File: config.mk
export PLATFORM = sky130hd
export DESIGN_NAME = mbx_irq_top
export DESIGN_NICKNAME = d
export VERILOG_FILES = /design/src/rtl/mbx_irq_pkg.sv /design/src/rtl/mbx_port_decode.sv /design/src/rtl/mbx_irq_flag.sv /design/src/rtl/mbx_irq_top.sv
export SDC_FILE = /design/constraint.sdc
export NUM_CORES = 1
export LEC_CHECK = 0
export BUFFER_PORTS_ARGS = -buffer_cell sky130_fd_sc_hd__buf_2
export CAP_MARGIN = 10
export CORE_AREA = 2 2 39 41
export DETAILED_ROUTE_END_ITERATION = 10
export DIE_AREA = 0 0 41 43
export PLACE_DENSITY = 0.53
export SETUP_SLACK_MARGIN = 0.2
export SYNTH_ARGS = -nofsm -noshare
export SYNTH_HDL_FRONTEND = slang
export SYNTH_SLANG_ARGS = --single-unit
File: constraint.sdc
create_clock -name clk -period 2 [get_ports clk]
set_input_delay 0.2 -clock clk [delete_from_list [all_inputs] [get_ports clk]]
set_output_delay 0.2 -clock clk [all_outputs]
set_load 0.01 [all_outputs]
File: src/rtl/mbx_irq_pkg.sv
package mbx_irq_pkg;

    localparam int NUM_PORTS = 2;
    localparam int PORT_A    = 0;
    localparam int PORT_B    = 1;

    typedef enum logic [1:0] {
        ACC_NONE  = 2'd0,
        ACC_READ  = 2'd1,
        ACC_WRITE = 2'd2
    } acc_kind_e;

    typedef struct packed {
        logic set_req;
        logic clr_req;
    } flag_cmd_t;

    function automatic acc_kind_e classify(input logic sel, input logic wr);
        if (!sel)
            return ACC_NONE;
        else if (wr)
            return ACC_WRITE;
        else
            return ACC_READ;
    endfunction

    function automatic int peer_of(input int port);
        return NUM_PORTS - 1 - port;
    endfunction

endpackage

File: src/rtl/mbx_port_decode.sv
module mbx_port_decode
    import mbx_irq_pkg::*;
#(
    parameter int ADDR_W   = 16,
    parameter int PORT_IDX = 0
) (
    input  logic              sel,
    input  logic              wr,
    input  logic [ADDR_W-1:0] addr,
    output logic              rd_own,
    output logic              wr_peer
);
    localparam logic [ADDR_W-1:0] ADDR_MAX  = '1;
    localparam logic [ADDR_W-1:0] OWN_ADDR  = ADDR_MAX - ADDR_W'(NUM_PORTS - 1 - PORT_IDX);
    localparam logic [ADDR_W-1:0] PEER_ADDR = ADDR_MAX - ADDR_W'(PORT_IDX);

    acc_kind_e kind;

    always_comb begin
        kind    = classify(sel, wr);
        rd_own  = (kind == ACC_READ)  && (addr == OWN_ADDR);
        wr_peer = (kind == ACC_WRITE) && (addr == PEER_ADDR);
    end

endmodule

File: src/rtl/mbx_irq_flag.sv
module mbx_irq_flag
    import mbx_irq_pkg::*;
(
    input  logic      clk,
    input  logic      rst,
    input  logic      en,
    input  flag_cmd_t cmd,
    output logic      irq_n
);
    logic pending;

    always_ff @(posedge clk) begin
        if (rst)
            pending <= 1'b0;
        else if (en) begin
            if (cmd.set_req)
                pending <= 1'b1;
            else if (cmd.clr_req)
                pending <= 1'b0;
        end
    end

    assign irq_n = ~pending;

    // a set while enabled always leaves the line active
    a_r6_set_wins: assert property (@(posedge clk) disable iff (rst)
        (en && cmd.set_req) |=> !irq_n);

    // a lone clear while enabled releases the line
    a_r3_clear_releases: assert property (@(posedge clk) disable iff (rst)
        (en && cmd.clr_req && !cmd.set_req) |=> irq_n);

    // nothing moves while the feature is off
    a_r7_hold_disabled: assert property (@(posedge clk) disable iff (rst)
        !en |=> $stable(irq_n));

    // idle cycles keep the state
    a_r9_hold_idle: assert property (@(posedge clk) disable iff (rst)
        (en && !cmd.set_req && !cmd.clr_req) |=> $stable(irq_n));

endmodule

File: src/rtl/mbx_irq_top.sv
module mbx_irq_top
    import mbx_irq_pkg::*;
#(
    parameter int ADDR_W = 16
) (
    input  logic              clk,
    input  logic              rst,
    input  logic              mbx_en,
    input  logic              a_sel,
    input  logic              a_wr,
    input  logic [ADDR_W-1:0] a_addr,
    input  logic              b_sel,
    input  logic              b_wr,
    input  logic [ADDR_W-1:0] b_addr,
    output logic              irq_a_n,
    output logic              irq_b_n
);
    logic [NUM_PORTS-1:0] sel_v;
    logic [NUM_PORTS-1:0] wr_v;
    logic [ADDR_W-1:0]    addr_v [NUM_PORTS];
    logic [NUM_PORTS-1:0] rd_own_v;
    logic [NUM_PORTS-1:0] wr_peer_v;
    logic [NUM_PORTS-1:0] irq_n_v;

    assign sel_v[PORT_A]  = a_sel;
    assign sel_v[PORT_B]  = b_sel;
    assign wr_v[PORT_A]   = a_wr;
    assign wr_v[PORT_B]   = b_wr;
    assign addr_v[PORT_A] = a_addr;
    assign addr_v[PORT_B] = b_addr;

    for (genvar i = 0; i < NUM_PORTS; i++) begin : g_port
        localparam int PEER = peer_of(i);
        flag_cmd_t cmd;

        mbx_port_decode #(
            .ADDR_W   (ADDR_W),
            .PORT_IDX (i)
        ) u_dec (
            .sel     (sel_v[i]),
            .wr      (wr_v[i]),
            .addr    (addr_v[i]),
            .rd_own  (rd_own_v[i]),
            .wr_peer (wr_peer_v[i])
        );

        assign cmd.set_req = wr_peer_v[PEER];
        assign cmd.clr_req = rd_own_v[i];

        mbx_irq_flag u_flag (
            .clk   (clk),
            .rst   (rst),
            .en    (mbx_en),
            .cmd   (cmd),
            .irq_n (irq_n_v[i])
        );
    end

    assign irq_a_n = irq_n_v[PORT_A];
    assign irq_b_n = irq_n_v[PORT_B];

    // reset leaves both lines inactive
    a_r1_reset_idle: assert property (@(posedge clk)
        rst |=> (irq_a_n && irq_b_n));

    // port B writing A's mailbox raises A's line
    a_r2_b_write_sets_a: assert property (@(posedge clk) disable iff (rst)
        (mbx_en && b_sel && b_wr && (b_addr == {{(ADDR_W-1){1'b1}}, 1'b0})) |=> !irq_a_n);

    // port A never affects its own line by writing
    a_r8_own_write_no_set: assert property (@(posedge clk) disable iff (rst)
        (irq_a_n && !(b_sel && b_wr)) |=> irq_a_n);

endmodule

==> flow_summary_export.csv, run 1 <==
group,metric,value,unit
run_status,status,"completed",
die,row_count,14,
worst_hold_path,hold_end,"g_port[0].u_flag.pending",
grt,grt_max_degree,4,
setup_path,crit_type,"input port to flip-flop",
die,core-area,0.001384,sq mm
grt,top_usage_layer,"met2",
yosys,ys_seq_elements,2,
grt,grt_pass1_vias,351,
grt,antenna_found_initial,0,
grt,globalRouteOverflowTotal,0,
routing,via_count,370,
yosys,synth_edf_count,0,
power,vdd_drop_max,0.00008845,V
sta,worst_hold_slack,0.2330,ns
finish,regMostFlops,"g_port.u_flag.pending",
yosys,synth_cell_types,14,
routing,finalWirelength,709,microns
setup_path,cp_max_fo,2,
placed_design,dp.cells,83,
worst_hold_path,hold_depth,3,
die,die_y,43,microns
yosys,yosys_warnings,0,
finish,syn_to_final_growth,128.5,%
yosys,avgSynthCellArea,6.997,sq um
grt,grt_usage,10.21,%
sta,fmax,1047,MHz
yosys,synth_area,188.9,sq um
routing,drc,0,
sta,rsz0062_at_grt,"no",
routing,drtAntennaViolNets,0,
sta,slew_headroom,82.65,%
sta,setup_viol,0,
power,comb_power_share,24.1,%
finish,drive_gt1_share,64.29,%
power,seqPwrFrac,22.8,%
routing,firstDrtPassIters,4,
grt,grt.met3_usage,1.571,%
clock_tree,root_buffer,"clkbuf_4",
setup_path,ff2ff_path_depth,1,
clock_tree,tritoncts,"done",
sta,worst_slew_pin_slew,0.2583,ns
power,clkPwrFrac,53.1,%
clock_tree,cts_made_buffers,3,
clock_tree,post_cts_buffers,0,
clock_tree,ctsHtreeMaxLevel,1,
die,die_w,41,microns
die,dieArea,0.001763,sq mm
yosys,ys_seq_area_share,21.19,%
yosys,async_reset_ff_share,0,%
grt,grt_pass1_wl,1173,microns
sta,fin_tns_setup,0,ns
clock_tree,clock-sinks,2,
setup_path,startpoint_type,"input port",
grt,use_met2,16.88,%
setup_path,rrSetupSlack,1.43,ns
placed_design,dp_hpwl,660.2,microns
worst_hold_path,hp-start,"b_wr",
setup_path,worst_ep_arrival_time,1.06,ns
power,switching_share,23.14,%
finish,fin_nets,111,
clock_tree,ctsResizeCount,0,
yosys,synth.top_cell.area_share,21.19,%
placed_design,portBuffers,40,
yosys,synth_area_leaders,"dfxtp_1 (21%), nand4_1 (20%), nand3_1 (7.9%)",
power,switchingPower,0.04077,mW
finish,stdcell_count,86,
power,p_int,0.1354,mW
yosys,synth.net_count,66,
sta,period_minus_slack,0.9550,ns
power,powerDensity,408.2,mW/mm^2
yosys,synth_most_common_cell,"nand4_1",
yosys,yosys.area.top_type,"dfxtp_1",
setup_path,r2r-end,"g_port[1].u_flag.pending",
yosys,yosys_most_used_dff,"dfxtp_1",
placed_design,place.gp.congestion,0.6132,
finish,num_antenna_cells,0,
die,start_util,13.65,%
sta,finalCritPeriodShare,47.75,%
clock_tree,clockBufferDepth,2,
clock_tree,path_clk_slew,0.03,ns
yosys,netlist_top_cells_count,"nand4_1 (6), inv_1 (3), nand2_1 (3), nand3_1 (3)",
sta,final-hold-violation-count,0,
sta,slew_viol_final,0,
worst_hold_path,worst_hold_path_type,"input port to flip-flop",
routing,viasPerCell,4.302,
finish,largest_register_ffs,2,
power,p_leak,0.2141,nW
run,maxCapViolCount,0,
routing,wire_per_inst,8.244,microns
clock_tree,clk_latency,0.23,ns
setup_path,cp.required,2.11,ns
grt,groute.layer.met1.usage,9.554,%
finish,largest_registers,"g_port.u_flag.pending (2)",
routing,drt_iter0_drc,2,
die,num_io_pins,41,
sta,worst_clock_skew,0,ns
setup_path,cp-end-kind,"flip-flop",
clock_tree,hold_buffers,0,
yosys,syn-instance-count,27,
setup_path,r2r_start,"g_port[1].u_flag.pending",
cell usage in the layout (no fill, tap or decap), types with 2 or more instances in the layout:
cell / synthesis / routed
buf_2: 0 / 40
clkbuf_4: 0 / 3
dfxtp_1: 2 / 2
inv_1: 3 / 3
nand2_1: 3 / 3
nand3_1: 3 / 3
nand4_1: 6 / 6
nor2_1: 2 / 2
per-stage QoR:
step                util [%]  total power [mW]  instance area (sq um)  worst slack (ns)
floorplan                  -           0.04644                  188.9            0.9336
global placement       29.57           0.08300                  409.1            0.7791
detailed placement     29.57           0.08369                  409.1            0.7952
CTS                    31.19            0.1831                  431.7             1.041
global route           31.19            0.1866                  431.7            0.9233
finish                 31.19            0.1762                  431.7             1.045
routing by layer:
metal / part of all wire [%] / wire [microns] / up-vias
met5: 0 / 0 / -
li1: - / - / 192
met1: 34 / 239 / 152
met2: 49 / 350 / 24
met3: 14 / 102 / 2
met4: 2.4 / 17 / 0
worst max path at each step:
stage | startpoint | end
2_1_floorplan | a_addr[5] | g_port[0].u_flag.pending
3_3_place_gp | a_addr[5] | g_port[0].u_flag.pending
3_5_place_dp | a_addr[5] | g_port[0].u_flag.pending
4_1_cts | a_addr[5] | g_port[0].u_flag.pending
5_1_grt | a_addr[15] | g_port[0].u_flag.pending
6_report | a_addr[5] | g_port[0].u_flag.pending
cell families (layout without fill, tap and decap cells):
family	count (synthesis)	count (layout)	share of synthesized area (%)
AND/OR/NAND/NOR	20	20	65.56
flip-flops	2	2	21.19
buffers and inverters	3	46	5.960
AO/OA/AOI/OAI	2	2	7.283
layout make-up:
type	instances	area [sq um]
clock buffers	3	22.52
fillers	161	952.2
inverters	3	11.26
multi-input cells	22	137.6
flip-flops and latches	2	40.04
well taps	16	20.02
repair buffers	40	200.2
power groups by stage:
stage / Clock, mW / Sequential, mW / Combinational, mW
after global routing: 0.0973 / 0.0402 / 0.0490
after floorplan: 0 / 0.0407 / 0.00573
after detailed placement: 0 / 0.0407 / 0.0430
final: 0.0935 / 0.0402 / 0.0425
after CTS: 0.0999 / 0.0402 / 0.0430
after global placement: 0 / 0.0407 / 0.0423
critical path, stage by stage:
cell and delay [ns]:
buf_2 0.07, nand4_1 0.08, or3_4 0.40, nor4_1 0.21, o21ai_0 0.10
Note: power is estimated with default switching activity, not from simulation.
==> run 2, diff against run 1 <==
Clock period 2 ns to 1 ns, I/O delays scaled along.
==> flow_summary_export.csv, run 2 (same netlist as run 1, synthesis figures left out) <==
group,metric,value,unit
run_status,status,"completed",
routing,viasPerCell,4.512,
die,core-area,0.001384,sq mm
grt,antenna_found_initial,0,
grt,grt_usage,11.02,%
setup_path,cp_max_fo,2,
setup_path,ff2ff_path_depth,1,
clock_tree,post_cts_buffers,0,
routing,via_count,388,
finish,final_area,478.0,sq um
sta,slew_viol_final,0,
placed_design,place.gp.congestion,0.6152,
sta,rsz0062_at_grt,"yes",
finish,drive_gt1_share,68.57,%
worst_hold_path,hold_end,"g_port[0].u_flag.pending",
finish,syn_to_final_growth,153.0,%
clock_tree,tritoncts,"done",
routing,wire_per_inst,8.791,microns
sta,slew_headroom,86.15,%
routing,drtAntennaViolNets,0,
power,p_leak,0.2299,nW
finish,regMostFlops,"g_port.u_flag.pending",
sta,setup_viol,0,
clock_tree,root_buffer,"clkbuf_4",
clock_tree,ctsHtreeMaxLevel,1,
die,die_y,43,microns
sta,worst_hold_slack,0.1551,ns
grt,grt_pass1_wl,1311,microns
clock_tree,path_clk_slew,0.03,ns
die,start_util,13.65,%
die,die_w,41,microns
finish,multiInputGateArea,157.7,sq um
clock_tree,clk_latency,0.22,ns
finish,final.fill_count,161,
finish,num_antenna_cells,0,
clock_tree,cts_made_buffers,3,
routing,firstDrtPassIters,2,
grt,grt_pass1_vias,368,
finish,largest_registers,"g_port.u_flag.pending (2)",
die,dieArea,0.001763,sq mm
die,num_io_pins,41,
sta,period_minus_slack,0.8614,ns
routing,drc,0,
sta,worst_slew_pin_slew,0.2060,ns
run,maxCapViolCount,0,
setup_path,worst_ep_arrival_time,0.97,ns
sta,final-hold-violation-count,0,
power,vdd_drop_max,0.0002201,V
worst_hold_path,worst_hold_path_type,"input port to flip-flop",
sta,worst_slack,0.1386,ns
setup_path,cp.required,1.11,ns
clock_tree,clockBufferDepth,2,
setup_path,rrSetupSlack,0.43,ns
worst_hold_path,hold_depth,3,
clock_tree,clock-sinks,2,
placed_design,dp.cells,83,
clock_tree,hold_buffers,0,
setup_path,cp-end-kind,"flip-flop",
sta,worst_clock_skew,0,ns
worst_hold_path,hp-start,"b_wr",
grt,grt_max_degree,4,
finish,final_cell_mix,"buf_2 (36), nand4_1 (6), buf_6 (4)",
finish,fin_nets,111,
routing,drt_iter0_drc,1,
finish,layout_commonest_cell,"buf_2",
setup_path,startpoint_type,"input port",
power,powerDensity,744.7,mW/mm^2
sta,finalCritPeriodShare,86.14,%
finish,stdcell_count,86,
routing,finalWirelength,756,microns
placed_design,pre_cts_ws,-0.1266,ns
placed_design,place_area,409.1,sq um
setup_path,r2r_start,"g_port[1].u_flag.pending",
finish,largest_register_ffs,2,
die,row_count,14,
finish,ff_latch_area,41.29,sq um
sta,fmax,1161,MHz
placed_design,portBuffers,40,
setup_path,crit_type,"input port to flip-flop",
grt,globalRouteOverflowTotal,0,
setup_path,r2r-end,"g_port[1].u_flag.pending",
run 2: layout make-up:
cell class	count	area share, %
sequential	2	8.639
clock buffer	3	4.712
timing repair buffer	40	47.12
tap	16	4.188
multi-input combinational	22	32.98
inverter	3	2.356
run 2: metal layers:
metal / vias up / GRT usage [%] / share of wire [%] / wire, microns
met1: 174 / 11.18 / 33 / 249
li1: 192 / - / - / -
met4: 0 / 8.000 / 0 / 0
met5: - / 0 / 0 / 0
met3: 0 / 3.141 / 13 / 96
met2: 22 / 17.81 / 54 / 410
run 2: where the power goes:
part	leakage [nW]	switching [mW]	total (mW)	internal, mW
clock network	0.0138	0.0445	0.177	0.132
logic	0.199	0.0314	0.0987	0.0673
registers	0.0166	0.000000149	0.0804	0.0804
run 2: through the flow:
step	total power [mW]	setup TNS [ns]	utilization, %
6_report	0.3559	0	34.54
3_5_place_dp	0.1675	-0.2215	29.57
5_1_grt	0.3845	0	34.54
4_1_cts	0.3660	0	33.54
3_3_place_gp	0.1661	-0.1940	29.57
2_1_floorplan	0.09288	0	-
run 2: worst max path at each step:
| stage | start | endpoint | slack, ns |
|---|---|---|---|
| floorplan | a_addr[5] | g_port[0].u_flag.pending | 0.03 |
| global placement | a_addr[5] | g_port[0].u_flag.pending | -0.12 |
| detailed placement | a_addr[5] | g_port[0].u_flag.pending | -0.13 |
| CTS | a_addr[11] | g_port[0].u_flag.pending | 0.17 |
| global route | a_addr[11] | g_port[0].u_flag.pending | 0.12 |
| finish | a_addr[11] | g_port[0].u_flag.pending | 0.14 |
run 2: critical path, stage by stage:
cell and delay [ns]:
buf_6 0.06, nand4_1 0.09, or3_4 0.41, nor4_2 0.23, o21ai_1 0.08
run 2: timing repair:
item,in CTS,in global routing
resized for setup,7,2
pin swaps,2,2
gates cloned,0,0
endpoints found under the setup margin,4,4
==> run 3, diff against run 2 <==
Settings changed: BUFFER_PORTS_ARGS -buffer_cell sky130_fd_sc_hd__buf_2 to -buffer_cell sky130_fd_sc_hd__buf_4.
==> flow_summary_export.csv, run 3 (same netlist as run 1, synthesis figures left out) <==
group,metric,value,unit
setup_path,cp_max_fo,2,
setup_path,rrSetupSlack,0.35,ns
clock_tree,path_clk_slew,0.03,ns
sta,worst_slack,0.1100,ns
clock_tree,clock-sinks,2,
finish,final_cell_mix,"buf_4 (34), buf_6 (7), nand4_1 (6), nand2_1 (3), clkbuf_4 (3)",
finish,final_area,586.8,sq um
die,dieArea,0.001763,sq mm
finish,drive_gt1_share,70.42,%
power,switching_share,19.09,%
setup_path,cp-end-kind,"flip-flop",
finish,layout_commonest_cell,"buf_4",
sta,rsz0062_at_grt,"yes",
setup_path,cp.required,1.16,ns
placed_design,place.gp.congestion,0.6727,
grt,grt.met3_usage,6.283,%
worst_hold_path,worst_hold_path_type,"input port to flip-flop",
grt,top_usage_layer,"met2",
finish,final.fill_count,138,
clock_tree,ctsHtreeMaxLevel,1,
sta,fmax,1124,MHz
worst_hold_path,hp-start,"a_wr",
finish,regMostFlops,"g_port.u_flag.pending",
grt,groute.layer.met1.usage,10.83,%
die,die_w,41,microns
sta,setup_viol,0,
die,start_util,13.65,%
routing,drc,0,
finish,largest_register_ffs,2,
clock_tree,clockBufferDepth,2,
sta,slew_headroom,82.84,%
sta,worst_slew_pin_slew,0.2554,ns
routing,via_count,387,
sta,slew_viol_final,0,
sta,finalCritPeriodShare,89.00,%
power,p_leak,0.2743,nW
sta,period_minus_slack,0.8900,ns
routing,wire_per_inst,10.13,microns
power,clkPwrFrac,44.3,%
grt,use_met2,19.38,%
grt,grt_pass1_vias,387,
grt,grt_max_degree,4,
worst_hold_path,hold_end,"g_port[0].u_flag.pending",
routing,firstDrtPassIters,3,
die,core-area,0.001384,sq mm
die,row_count,14,
setup_path,worst_ep_arrival_time,1.05,ns
placed_design,dp_hpwl,710.7,microns
setup_path,ff2ff_path_depth,3,
grt,grt_usage,11.41,%
die,die_y,43,microns
clock_tree,root_buffer,"clkbuf_4",
finish,fin_nets,112,
setup_path,r2r-end,"g_port[0].u_flag.pending",
setup_path,r2r_start,"g_port[0].u_flag.pending",
placed_design,portBuffers,40,
routing,drtAntennaViolNets,0,
clock_tree,clk_latency,0.22,ns
grt,grt_pass1_wl,1393,microns
finish,syn_to_final_growth,210.6,%
routing,drt_iter0_drc,1,
finish,utilization,42.41,%
placed_design,pre_cts_ws,-0.1093,ns
power,p_int,0.3193,mW
setup_path,crit_type,"input port to flip-flop",
routing,viasPerCell,4.448,
run,maxCapViolCount,0,
placed_design,place_area,509.2,sq um
sta,final-hold-violation-count,0,
power,comb_power_share,35.3,%
finish,num_antenna_cells,0,
routing,finalWirelength,881,microns
clock_tree,tritoncts,"done",
run_status,status,"completed",
power,switchingPower,0.07536,mW
power,seqPwrFrac,20.4,%
sta,worst_clock_skew,0,ns
finish,largest_registers,"g_port.u_flag.pending (2)",
grt,globalRouteOverflowTotal,0,
clock_tree,cts_made_buffers,3,
grt,antenna_found_initial,0,
die,num_io_pins,41,
power,powerDensity,672.5,mW/mm^2
setup_path,startpoint_type,"input port",
power,power,0.3947,mW
power,vdd_drop_max,0.0002836,V
worst_hold_path,hold_depth,3,
run 3: changes by cell type in the layout (fill, tap and decap cells not counted), sizes merged:
cell and delta:
buf +1
run 3: worst max-delay path by stage:
stage,startpoint,endpoint,slack [ns],cells past startpoint
2_1_floorplan,a_addr[5],g_port[0].u_flag.pending,0.03,4
3_3_place_gp,a_addr[5],g_port[0].u_flag.pending,-0.13,5
3_5_place_dp,a_addr[5],g_port[0].u_flag.pending,-0.11,5
4_1_cts,a_addr[1],g_port[1].u_flag.pending,0.15,5
5_1_grt,a_addr[1],g_port[1].u_flag.pending,0.03,5
6_report,a_addr[1],g_port[1].u_flag.pending,0.11,5
run 3: layout make-up:
cell class / instances / area (sq um) / share of cell area, %
flip-flops and latches: 2 / 41.29 / 7.036
clock buffers: 3 / 22.52 / 3.838
multi-input cells: 22 / 157.7 / 26.87
well taps: 16 / 20.02 / 3.412
repair buffers: 41 / 334.1 / 56.93
inverters: 3 / 11.26 / 1.919
run 3: timing repair:
action,4_1_cts,5_1_grt
gates resized for setup,10,3
buffers inserted,1,0
setup endpoints to repair,4,4
cloned,0,0
hold buffers,0,0
pin swaps,4,2
endpoints found under the hold margin,0,0
run 3: per-stage QoR:
step | TNS, ns | hold WS [ns] | cells
floorplan | 0 | 0.2433 | 27
global placement | -0.1983 | 0.3560 | 83
detailed placement | -0.1950 | 0.3614 | 83
CTS | 0 | 0.1249 | 87
global route | 0 | 0.1504 | 87
finish | 0 | 0.1414 | 87
run 3: worst max-delay path: stages:
cell	delay (ns)
buf_6	0.06
nand4_1	0.08
or3_4	0.42
nor4_4	0.26
a31o_1	0.12
run 3: power by group through the flow:
stage	sequential [mW]	combinational, mW	clock, mW
6_report	0.0804	0.140	0.175
5_1_grt	0.0803	0.152	0.199
4_1_cts	0.0804	0.137	0.187
3_5_place_dp	0.0814	0.127	0
3_3_place_gp	0.0814	0.125	0
2_1_floorplan	0.0814	0.0115	0
run 3: routing by layer:
| metal | part of all wire, % | vias to the layer above |
|---|---|---|
| met5 | 0 | - |
| met4 | 0 | 0 |
| met3 | 14 | 0 |
| met2 | 57 | 24 |
| met1 | 29 | 168 |
| li1 | - | 195 |
